`src/rtl/spi_fault_pkg.sv`:
```
package spi_fault_pkg;

    localparam logic [1:0] ADDR_CTRL = 2'd0;
    localparam logic [1:0] ADDR_STAT = 2'd1;
    localparam logic [1:0] ADDR_DATA = 2'd2;

    // control bits: [0] enable, [1] master, [2] slave-select pin is an output
    typedef struct packed {
        logic ss_out;
        logic mstr;
        logic en;
    } ctrl_t;

    // status bits: [0] transfer complete, [1] write collision, [2] mode fault
    typedef struct packed {
        logic modf;
        logic wcol;
        logic done;
    } flags_t;

endpackage

```
`src/rtl/spi_clk_tick.sv`:
```
module spi_clk_tick #(
    parameter int DIV_HALF = 2
) (
    input  logic clk,
    input  logic rst_n,
    input  logic run,
    output logic tick
);
    localparam int CW = $clog2(DIV_HALF + 1);
    localparam logic [CW-1:0] LAST = CW'(DIV_HALF - 1);

    logic [CW-1:0] cnt_d, cnt_q;

    always_comb begin
        tick  = run && (cnt_q == LAST);
        cnt_d = cnt_q;
        if (!run) begin
            cnt_d = '0;
        end else if (cnt_q == LAST) begin
            cnt_d = '0;
        end else begin
            cnt_d = cnt_q + 1'b1;
        end
    end

    always_ff @(posedge clk or negedge rst_n) begin
        if (!rst_n) cnt_q <= '0;
        else        cnt_q <= cnt_d;
    end

    assert_tick_needs_run_R2: assert property (@(posedge clk) disable iff (!rst_n)
        !run |=> (cnt_q == '0));

endmodule

```
`src/rtl/spi_shift_engine.sv`:
```
module spi_shift_engine #(
    parameter int W = 8
) (
    input  logic         clk,
    input  logic         rst_n,
    input  logic         master,
    input  logic         slave_sel,
    input  logic         abort,
    input  logic         tick,
    input  logic         load,
    input  logic [W-1:0] load_data,
    input  logic         miso_i,
    input  logic         sck_s,
    input  logic         mosi_s,
    output logic         busy,
    output logic         xfer_end,
    output logic         sck,
    output logic         tx_bit,
    output logic [W-1:0] rx_byte
);
    localparam int CW = $clog2(W);
    localparam logic [CW-1:0] LAST = CW'(W - 1);

    typedef struct packed {
        logic [W-1:0]  shift;
        logic [W-1:0]  rxb;
        logic [CW-1:0] cnt;
        logic          sbit;
        logic          sck;
        logic          busy;
        logic          sck_prev;
    } eng_t;

    eng_t st_d, st_q;
    logic [W-1:0] shifted;
    logic rise, fall;

    always_comb begin
        st_d     = st_q;
        xfer_end = 1'b0;
        shifted  = {st_q.shift[W-2:0], st_q.sbit};
        rise     = sck_s && !st_q.sck_prev;
        fall     = !sck_s && st_q.sck_prev;
        st_d.sck_prev = sck_s;

        if (abort) begin
            st_d.busy = 1'b0;
            st_d.cnt  = '0;
            st_d.sck  = 1'b0;
        end else if (master) begin
            if (load) begin
                st_d.shift = load_data;
                st_d.busy  = 1'b1;
                st_d.cnt   = '0;
                st_d.sck   = 1'b0;
            end else if (st_q.busy && tick) begin
                if (!st_q.sck) begin
                    st_d.sck  = 1'b1;
                    st_d.sbit = miso_i;
                end else begin
                    st_d.sck   = 1'b0;
                    st_d.shift = shifted;
                    st_d.cnt   = st_q.cnt + 1'b1;
                    if (st_q.cnt == LAST) begin
                        st_d.busy = 1'b0;
                        st_d.cnt  = '0;
                        st_d.rxb  = shifted;
                        xfer_end  = 1'b1;
                    end
                end
            end
        end else if (slave_sel) begin
            st_d.sck = 1'b0;
            if (load) st_d.shift = load_data;
            if (rise) begin
                st_d.sbit = mosi_s;
                st_d.busy = 1'b1;
            end else if (fall && st_q.busy) begin
                st_d.shift = shifted;
                st_d.cnt   = st_q.cnt + 1'b1;
                if (st_q.cnt == LAST) begin
                    st_d.busy = 1'b0;
                    st_d.cnt  = '0;
                    st_d.rxb  = shifted;
                    xfer_end  = 1'b1;
                end
            end
        end else begin
            st_d.busy = 1'b0;
            st_d.cnt  = '0;
            st_d.sck  = 1'b0;
            if (load) st_d.shift = load_data;
        end
    end

    always_ff @(posedge clk or negedge rst_n) begin
        if (!rst_n) st_q <= '0;
        else        st_q <= st_d;
    end

    assign busy    = st_q.busy;
    assign sck     = st_q.sck;
    assign tx_bit  = st_q.shift[W-1];
    assign rx_byte = st_q.rxb;

    assert_end_goes_idle_R2: assert property (@(posedge clk) disable iff (!rst_n)
        xfer_end |=> !busy);

    assert_sck_low_when_idle_R2: assert property (@(posedge clk) disable iff (!rst_n)
        !busy |-> !sck);

    assert_rx_hold_R3: assert property (@(posedge clk) disable iff (!rst_n)
        !xfer_end |=> $stable(rx_byte));

endmodule

```
`src/rtl/spi_flag_unit.sv`:
```
module spi_flag_unit
    import spi_fault_pkg::*;
(
    input  logic   clk,
    input  logic   rst_n,
    input  logic   stat_rd,
    input  logic   data_acc,
    input  logic   ctrl_wr,
    input  logic   set_done,
    input  logic   set_wcol,
    input  logic   set_modf,
    output flags_t flags
);
    typedef struct packed {
        flags_t fl;
        flags_t arm;
    } flg_st_t;

    flg_st_t st_d, st_q;

    always_comb begin
        st_d = st_q;
        // step one: a status read arms each flag that it saw set
        if (stat_rd) st_d.arm = st_q.arm | st_q.fl;
        // step two: the matching access clears the armed flags
        if (data_acc && st_q.arm.done) begin
            st_d.fl.done  = 1'b0;
            st_d.arm.done = 1'b0;
        end
        if (data_acc && st_q.arm.wcol) begin
            st_d.fl.wcol  = 1'b0;
            st_d.arm.wcol = 1'b0;
        end
        if (ctrl_wr && st_q.arm.modf) begin
            st_d.fl.modf  = 1'b0;
            st_d.arm.modf = 1'b0;
        end
        // new events win over a clear in the same cycle
        if (set_done) st_d.fl.done = 1'b1;
        if (set_wcol) st_d.fl.wcol = 1'b1;
        if (set_modf) st_d.fl.modf = 1'b1;
    end

    always_ff @(posedge clk or negedge rst_n) begin
        if (!rst_n) st_q <= '0;
        else        st_q <= st_d;
    end

    assign flags = st_q.fl;

    assert_wcol_sticky_R5: assert property (@(posedge clk) disable iff (!rst_n)
        flags.wcol && !data_acc |=> flags.wcol);

    assert_done_clear_by_data_R6: assert property (@(posedge clk) disable iff (!rst_n)
        $fell(flags.done) |-> $past(data_acc));

    assert_modf_sticky_R9: assert property (@(posedge clk) disable iff (!rst_n)
        flags.modf && !ctrl_wr |=> flags.modf);

    assert_set_wins_R11: assert property (@(posedge clk) disable iff (!rst_n)
        set_done && set_wcol |=> flags.done && flags.wcol);

endmodule

```
`src/rtl/spi_fault_ctrl.sv`:
```
module spi_fault_ctrl
    import spi_fault_pkg::*;
#(
    parameter int DATA_W   = 8,
    parameter int DIV_HALF = 2
) (
    input  logic              clk,
    input  logic              rst_n,
    input  logic [1:0]        bus_addr,
    input  logic              bus_wr,
    input  logic              bus_rd,
    input  logic [DATA_W-1:0] bus_wdata,
    output logic [DATA_W-1:0] bus_rdata,
    input  logic              sck_i,
    output logic              sck_o,
    output logic              sck_oe,
    input  logic              mosi_i,
    output logic              mosi_o,
    output logic              mosi_oe,
    input  logic              miso_i,
    output logic              miso_o,
    output logic              miso_oe,
    input  logic              ss_n_i
);
    localparam int CTRL_W = $bits(ctrl_t);

    typedef struct packed {
        ctrl_t      ctrl;
        logic [1:0] ss_sy;
        logic [1:0] sck_sy;
        logic [1:0] mosi_sy;
    } top_st_t;

    top_st_t st_d, st_q;

    logic ctrl_wr, stat_rd, data_wr, data_acc;
    logic ss_s, fault, master_mode, slave_sel;
    logic busy, xfer_end, tick, load, collide, sck_q, tx_bit;
    logic [DATA_W-1:0] rx_byte;
    flags_t flags;
    logic unused_wdata;

    assign unused_wdata = ^bus_wdata[DATA_W-1:CTRL_W];

    always_comb begin
        ctrl_wr  = bus_wr && (bus_addr == ADDR_CTRL);
        stat_rd  = bus_rd && (bus_addr == ADDR_STAT);
        data_wr  = bus_wr && (bus_addr == ADDR_DATA);
        data_acc = (bus_wr || bus_rd) && (bus_addr == ADDR_DATA);

        ss_s        = st_q.ss_sy[1];
        master_mode = st_q.ctrl.en && st_q.ctrl.mstr;
        slave_sel   = st_q.ctrl.en && !st_q.ctrl.mstr && !ss_s;
        fault       = master_mode && !st_q.ctrl.ss_out && !ss_s;
        load        = data_wr && !busy;
        collide     = data_wr && busy;

        st_d         = st_q;
        st_d.ss_sy   = {st_q.ss_sy[0], ss_n_i};
        st_d.sck_sy  = {st_q.sck_sy[0], sck_i};
        st_d.mosi_sy = {st_q.mosi_sy[0], mosi_i};
        if (ctrl_wr) st_d.ctrl = ctrl_t'(bus_wdata[CTRL_W-1:0]);
        if (fault)   st_d.ctrl.mstr = 1'b0;
    end

    always_ff @(posedge clk or negedge rst_n) begin
        if (!rst_n) begin
            st_q       <= '0;
            st_q.ss_sy <= 2'b11;
        end else begin
            st_q <= st_d;
        end
    end

    spi_clk_tick #(.DIV_HALF(DIV_HALF)) u_tick (
        .clk   (clk),
        .rst_n (rst_n),
        .run   (master_mode && busy),
        .tick  (tick)
    );

    spi_shift_engine #(.W(DATA_W)) u_engine (
        .clk       (clk),
        .rst_n     (rst_n),
        .master    (master_mode),
        .slave_sel (slave_sel),
        .abort     (fault),
        .tick      (tick),
        .load      (load),
        .load_data (bus_wdata),
        .miso_i    (miso_i),
        .sck_s     (st_q.sck_sy[1]),
        .mosi_s    (st_q.mosi_sy[1]),
        .busy      (busy),
        .xfer_end  (xfer_end),
        .sck       (sck_q),
        .tx_bit    (tx_bit),
        .rx_byte   (rx_byte)
    );

    spi_flag_unit u_flags (
        .clk      (clk),
        .rst_n    (rst_n),
        .stat_rd  (stat_rd),
        .data_acc (data_acc),
        .ctrl_wr  (ctrl_wr),
        .set_done (xfer_end),
        .set_wcol (collide),
        .set_modf (fault),
        .flags    (flags)
    );

    always_comb begin
        bus_rdata = '0;
        unique case (bus_addr)
            ADDR_CTRL: bus_rdata[CTRL_W-1:0] = st_q.ctrl;
            ADDR_STAT: bus_rdata[$bits(flags_t)-1:0] = flags;
            ADDR_DATA: bus_rdata = rx_byte;
            default:   bus_rdata = '0;
        endcase
    end

    assign sck_o   = sck_q;
    assign sck_oe  = master_mode;
    assign mosi_o  = tx_bit;
    assign mosi_oe = master_mode;
    assign miso_o  = tx_bit;
    assign miso_oe = slave_sel;

    assert_busy_write_collides_R4: assert property (@(posedge clk) disable iff (!rst_n)
        data_wr && busy |=> flags.wcol);

    assert_fault_releases_R7: assert property (@(posedge clk) disable iff (!rst_n)
        fault |=> !st_q.ctrl.mstr && !sck_oe && !mosi_oe && !busy);

    assert_no_fault_with_output_R8: assert property (@(posedge clk) disable iff (!rst_n)
        st_q.ctrl.ss_out && !ctrl_wr && !flags.modf |=> !flags.modf);

    assert_drivers_exclusive_R10: assert property (@(posedge clk) disable iff (!rst_n)
        !(miso_oe && mosi_oe));

endmodule

```
`config.mk`:
```
export PLATFORM = sky130hd
export DESIGN_NAME = spi_fault_ctrl
export DESIGN_NICKNAME = d
export VERILOG_FILES = /design/src/rtl/spi_fault_pkg.sv /design/src/rtl/spi_clk_tick.sv /design/src/rtl/spi_shift_engine.sv /design/src/rtl/spi_flag_unit.sv /design/src/rtl/spi_fault_ctrl.sv
export SDC_FILE = /design/constraint.sdc
export NUM_CORES = 1
export LEC_CHECK = 0
export BUFFER_PORTS_ARGS = -buffer_cell sky130_fd_sc_hd__buf_2
export CELL_PAD_IN_SITES_DETAIL_PLACEMENT = 2
export CELL_PAD_IN_SITES_GLOBAL_PLACEMENT = 2
export CORE_MARGIN = 8
export CORE_UTILIZATION = 34
export CTS_BUF_LIST = sky130_fd_sc_hd__clkbuf_4 sky130_fd_sc_hd__clkbuf_8
export CTS_CLUSTER_DIAMETER = 80
export CTS_CLUSTER_SIZE = 25
export DETAILED_ROUTE_END_ITERATION = 8
export PLACE_DENSITY_LB_ADDON = 0.15
export SLEW_MARGIN = 20
export SYNTH_ARGS = -nofsm -noshare
export SYNTH_HDL_FRONTEND = slang
export SYNTH_HIERARCHICAL = 1
export SYNTH_SLANG_ARGS = --single-unit
```
`constraint.sdc`:
```
create_clock -name clk -period 1.93 [get_ports clk]
set_input_delay 0.0965 -clock clk [delete_from_list [all_inputs] [get_ports clk]]
set_output_delay 0.0965 -clock clk [all_outputs]
set_load 0.01 [all_outputs]
```
Word level (Yosys, flattened, before mapping):

Cells that the tools add are included.

* reductions and logical operators: 43
* muxes and demuxes: 51
* equal/unequal tests: 16
* bitwise operators: 2
* $add $sub $neg: 2

Operators by type and width (number)
* $mux W19: 3
* $mux W22: 2
* $mux W8: 5
* $mux W1: 29
* $logic_and A1 B1 Y1: 20
* $reduce_bool A2 Y1: 10
* $mux W3: 4
* $mux W11: 1
* $mux W2: 5
* $pmux W3 S3: 1
* $ne A4 B2 Y1 const B: 2
* $reduce_and A7 Y1: 1
* $logic_not A1 Y1: 6
* $ne A2 B2 Y1 const B: 3
* $ne A3 B1 Y1 const B: 2
* $reduce_and A3 Y1: 2
* $reduce_and A6 Y1: 1
* $mux W5: 1
* $ne A5 B1 Y1 const B: 1
* $eq A2 B1 Y1 const B: 2
* $ne A2 B1 Y1 const B: 2
* $ne A4 B1 Y1 const B: 1
* $ne A4 B4 Y1 const B: 1
* $reduce_and A4 Y1: 1
* other kinds (8): 8

* input port bits: 18
* bits in registers: 40
* output and inout port bits: 14

Depth between registers and ports, before layout:

* depth after elaboration: 9
* mapped depth: 10

Modules after synthesis:

The synthesis kept the hierarchy.

By module, submodules not included
* spi_shift_engine: cells each 164, seq. area each 575.6 µm², area an instance 1508.9 µm², instances 1
* spi_fault_ctrl: cells each 41, seq. area each 227.7 µm², area an instance 471.7 µm², instances 1
* spi_flag_unit: cells each 21, seq. area each 150.1 µm², area an instance 247.7 µm², instances 1
* spi_clk_tick: cells each 5, seq. area each 50.0 µm², area an instance 78.8 µm², instances 1

Worst setup path before layout:

OpenSTA, ideal clock, no wires.

* path kind: register to register
* start point: register, netlist name st_q[7]
* end point: register u_engine.st_q (netlist bit u_engine/shifted[0])
* arrival: 1.783 ns
* setup slack: 0.002 ns
* period minus slack after synthesis: 1.928 ns
* data required time: 1.785 ns
* setup time: 0.145 ns
* stages on the path, launching flop included: 6
* cell sequence: dfrtp_1 > nor3b_1 > inv_1 > or4_1 > a21oi_1 > a221oi_1

RTL lines
* end signal, assigned: RTL line spi_shift_engine.sv:98 `else st_q <= st_d;`
* end, declared: RTL line spi_shift_engine.sv:34 `eng_t st_d, st_q;`

==> results by group <==
Status
  – Status: finished clean

Yosys
  – Synth Area in XOR/XNOR: 0%
  – FFs w/ async S/R, synth: 100%
  – Synthesized area: approximately 0.0023 mm2
  – Number of synthesized flops with an enable pin: 0
  – Warnings from Yosys: 6
  – Synth Flop Type: dfrtp_1
  – Post-synthesis adder-cell area fraction: ~1.6%
  – Mapped Nets: 252
  – Main combinational cell family by area after synthesis: simple AND/OR/NAND/NOR gates
  – Compound-gate portion of the synthesized area: 13.5%
  – Synth cell types: 51
  – Cells after Synth: 231
  – Seq cells post-synth: 40
  – Mux cell area share after synthesis: 14.5%
  – Sequential share of the synthesized area: 43.5%
  – Post-Synth Simple-Gate Area: between 10% and 20%
  – Syn_area_per_cell: 9.99 um2

Layout
  – # diodes: 0
  – Final cell count without fillers: 347
  – Area growth syn-to-layout: 21.0%
  – Layout cells sized above 1: between 30% and 40%
  – Nets@finish: 287
  – Core Util, Final: 41.8%

STA
  – Setup_tns: 0 ns
  – Final min period: 1.84 ns
  – Setup WS post-layout: approximately 0.093 ns
  – Skew final: ~0.0055 ns
  – Fin. max-slew vios: 0
  – Slew HR: 66.8%
  – Finish-stage setup viols: 0
  – Final hold violation count: 0
  – Fmax: ~0.54 GHz
  – Worst-Margin Slew: 0.497 ns
  – Period Utilization, post-route: 95.2%

Setup path
  – Critical Path RT: 2.11 ns
  – Critical path fanouts, max: 8
  – Crit path cell chain: and3_4, and3b_2, nand2_2, o32ai_4, nand3b_4, mux2_4
  – CP max stage delay: 0.42 ns
  – Delay-heaviest family, CP: simple AND/OR/NAND/NOR gates
  – Worst setup SP type: flop
  – Buf/Inv on CP: 0
  – Slowest library cell on the worst path: dfrtp_1
  – Crit path DAT: ~2.0 ns
  – Crit Path Class: reg -> reg
  – CP endpoint kind: flop

Drt
  – DR DRC count: 0
  – Antenna viol nets, final: 0
  – 1st-pass router iterations: 4
  – Via/cell ratio: 5.31
  – Post-Route WL: 6.57 mm
  – Iter 0 DRT Violations: 28
  – Post-DR wirelength/cell: 18.9 um
  – Via Count: 1,843

GRT
  – Antenna violations before repair: 0
  – Vias in the first global route: just over 2,000
  – GRT overflow: 0
  – Largest net degree at the start of global routing: 25
  – Wire length of the first global-routing pass: ~11 mm
  – Global Route Usage Sum: 14.0%

Power and ir drop
  – P_leak: 1.38 nW
  – Maximum VDD drop: 324 uV
  – Total power divided by cell area: 1120 mW/mm2

Floorplan
  – DIE AREA: roughly 0.0097 mm2
  – Die H: about 98 um
  – I/O Pins: 32
  – Initial core utilization: 34.5%
  – Core box area: 0.00668 mm2
  – Row cnt: 30
  – Die width: 98.4 um

Clock network
  – Max H-tree Level: 2
  – Clock Path Buffers: 2
  – Skew-Pair Late Insertion Delay: 0.29 ns
  – CTS tree: built
  – # clock sinks: 40
  – Total CTS buffers: 5
  – Clk root buf: clkbuf_8
  – Reg clk slew, reported paths: roughly 0.080 ns

Placed design
  – Gpl congestion: 0.716
  – Dpl hpwl: 4.74 mm
  – Inst Count DP: 333
  – Dpl ws: -0.0583 ns
  – PortBufs: 31

Worst hold path
  – HP Class: in -> reg

Job
  – Max-cap violations: 0
[synthesized netlist by cell type, types with 3 or more instances]
master | n | share of area [%]
a21o_1 | 4 | 1.3
a21oi_1 | 6 | 1.3
and2_1 | 7 | 1.9
buf_2 | 5 | 1.1
buf_4 | 13 | 4.2
dfrtp_1 | 38 | 41
ha_1 | 3 | 1.6
inv_1 | 6 | 0.98
mux2_2 | 9 | 4.4
mux2i_1 | 21 | 9.1
nand2_1 | 25 | 4.1
nand2b_1 | 3 | 0.81
nor2_1 | 13 | 2.1
nor2b_1 | 3 | 0.81
nor3_1 | 10 | 2.2
o211ai_1 | 8 | 2.6
o21ai_0 | 12 | 2.6
o2bb2ai_1 | 3 | 1.1
[worst register-to-register path: stages, from the launching register on]
cell and delay [ns]:
dfrtp_1 0.42, and3_4 0.21, and3b_2 0.21, nand2_2 0.08
o32ai_4 0.26, nand3b_4 0.21, mux2_4 0.35
[routing by layer]
metal | track usage (%) | routed length (um) | up-vias
li1 | - | - | 872
met2 | 24.1 | 3270 | 30
met5 | 0 | 0 | -
met4 | 3.66 | 52 | 0
met1 | 17.0 | 3030 | 936
met3 | 3.27 | 212 | 5
[cells in the final DEF, fill, tap and decap left out, drive strengths merged, types with 2 or more instances in the layout]
cell type    synthesis  layout
a22o                 2       2
nand2b               3       3
a21oi                6       6
o211ai               8       8
nand3b               2       2
and2b                2       2
buf                 21      48
mux2i               21      21
a21o                 4       4
mux2                11      11
nor2                13      13
a211oi               2       2
dfrtp               38      38
o2bb2ai              3       3
clkbuf               3       5
and3b                3       3
ha                   3       3
nor2b                3       3
dfstp                2       2
o21ai               12      12
and2                 7       7
bufinv               0       3
nor3                10      10
nand2               25      25
and3                 2       2
or2b                 2       2
inv                  6       6
dlygate4sd3          0       4
[logic make-up (layout without fill, tap and decap cells)]
family,Yosys count,after routing
AOI/OAI and AO/OA,45,45
buffers and inverters,31,67
and+or+nand+nor,80,80
muxes,32,32
DFF,40,40
adders and majority gates,3,3
[flip-flops by register name (all words and copies together), names as in the netlist]
name	flops
ss_s	1
u_engine/tx_bit	1
u_flags/flags	3
st_q	5
u_engine/sck	1
u_engine/shifted	8
st_d	3
u_engine/st_q	4
u_engine/rx_byte	8
u_tick/cnt_q	2
u_engine/busy	1
u_flags/st_q	3
[worst paths after layout]
kind	start	to	slack (ns)	cells after the start
setup reg to reg	st_q[7]	u_engine/rx_byte[2]	0.09	6
hold / removal	bus_wdata[2]	st_q[8]	0.07	2
hold reg to reg	st_d[3]	st_q[3]	0.35	0
min in group asynchronous	rst_n	u_flags/st_q[2]	0.29	2
setup / recovery	st_q[7]	u_engine/rx_byte[2]	0.09	6
max in group asynchronous	rst_n	ss_s	1.06	3
[final cells by class]
| class | instances | area [um2] |
|---|---|---|
| fill | 751 | 3890 |
| clock buffer | 5 | 68.8 |
| multi-input combinational | 160 | 1160 |
| sequential | 40 | 1000 |
| timing repair buffer | 52 | 339 |
| clock inverter | 3 | 90.1 |
| tap | 80 | 100 |
| inverter | 7 | 27.5 |
[report_power, final]
part / internal [W] / switching, W / leakage, nW
clock: 0.000647 / 0.000316 / 0.0784
sequential: 0.00101 / 0.000191 / 0.504
combinational: 0.000443 / 0.000514 / 0.796
[per-stage QoR]
stage	total power (W)	hold WS, ns	cell area, um2
after global routing	0.00333	0.0890	2790
after global placement	0.00212	0.0905	2540
final	0.00312	0.0712	2790
after CTS	0.00315	0.0668	2740
after detailed placement	0.00217	0.0940	2540
after floorplan	0.00183	-0.199	2310
[what timing repair did]
| item | 4_1_cts | 5_1_grt |
|---|---|---|
| buffers inserted | 0 | 2 |
| pin swaps | 1 | 2 |
| endpoints found under the hold margin | 21 | 0 |
| gates resized for setup | 2 | 9 |
| endpoints found under the setup margin | 12 | 19 |
| hold buffers | 4 | 0 |
(Power assumes the default switching activity.)
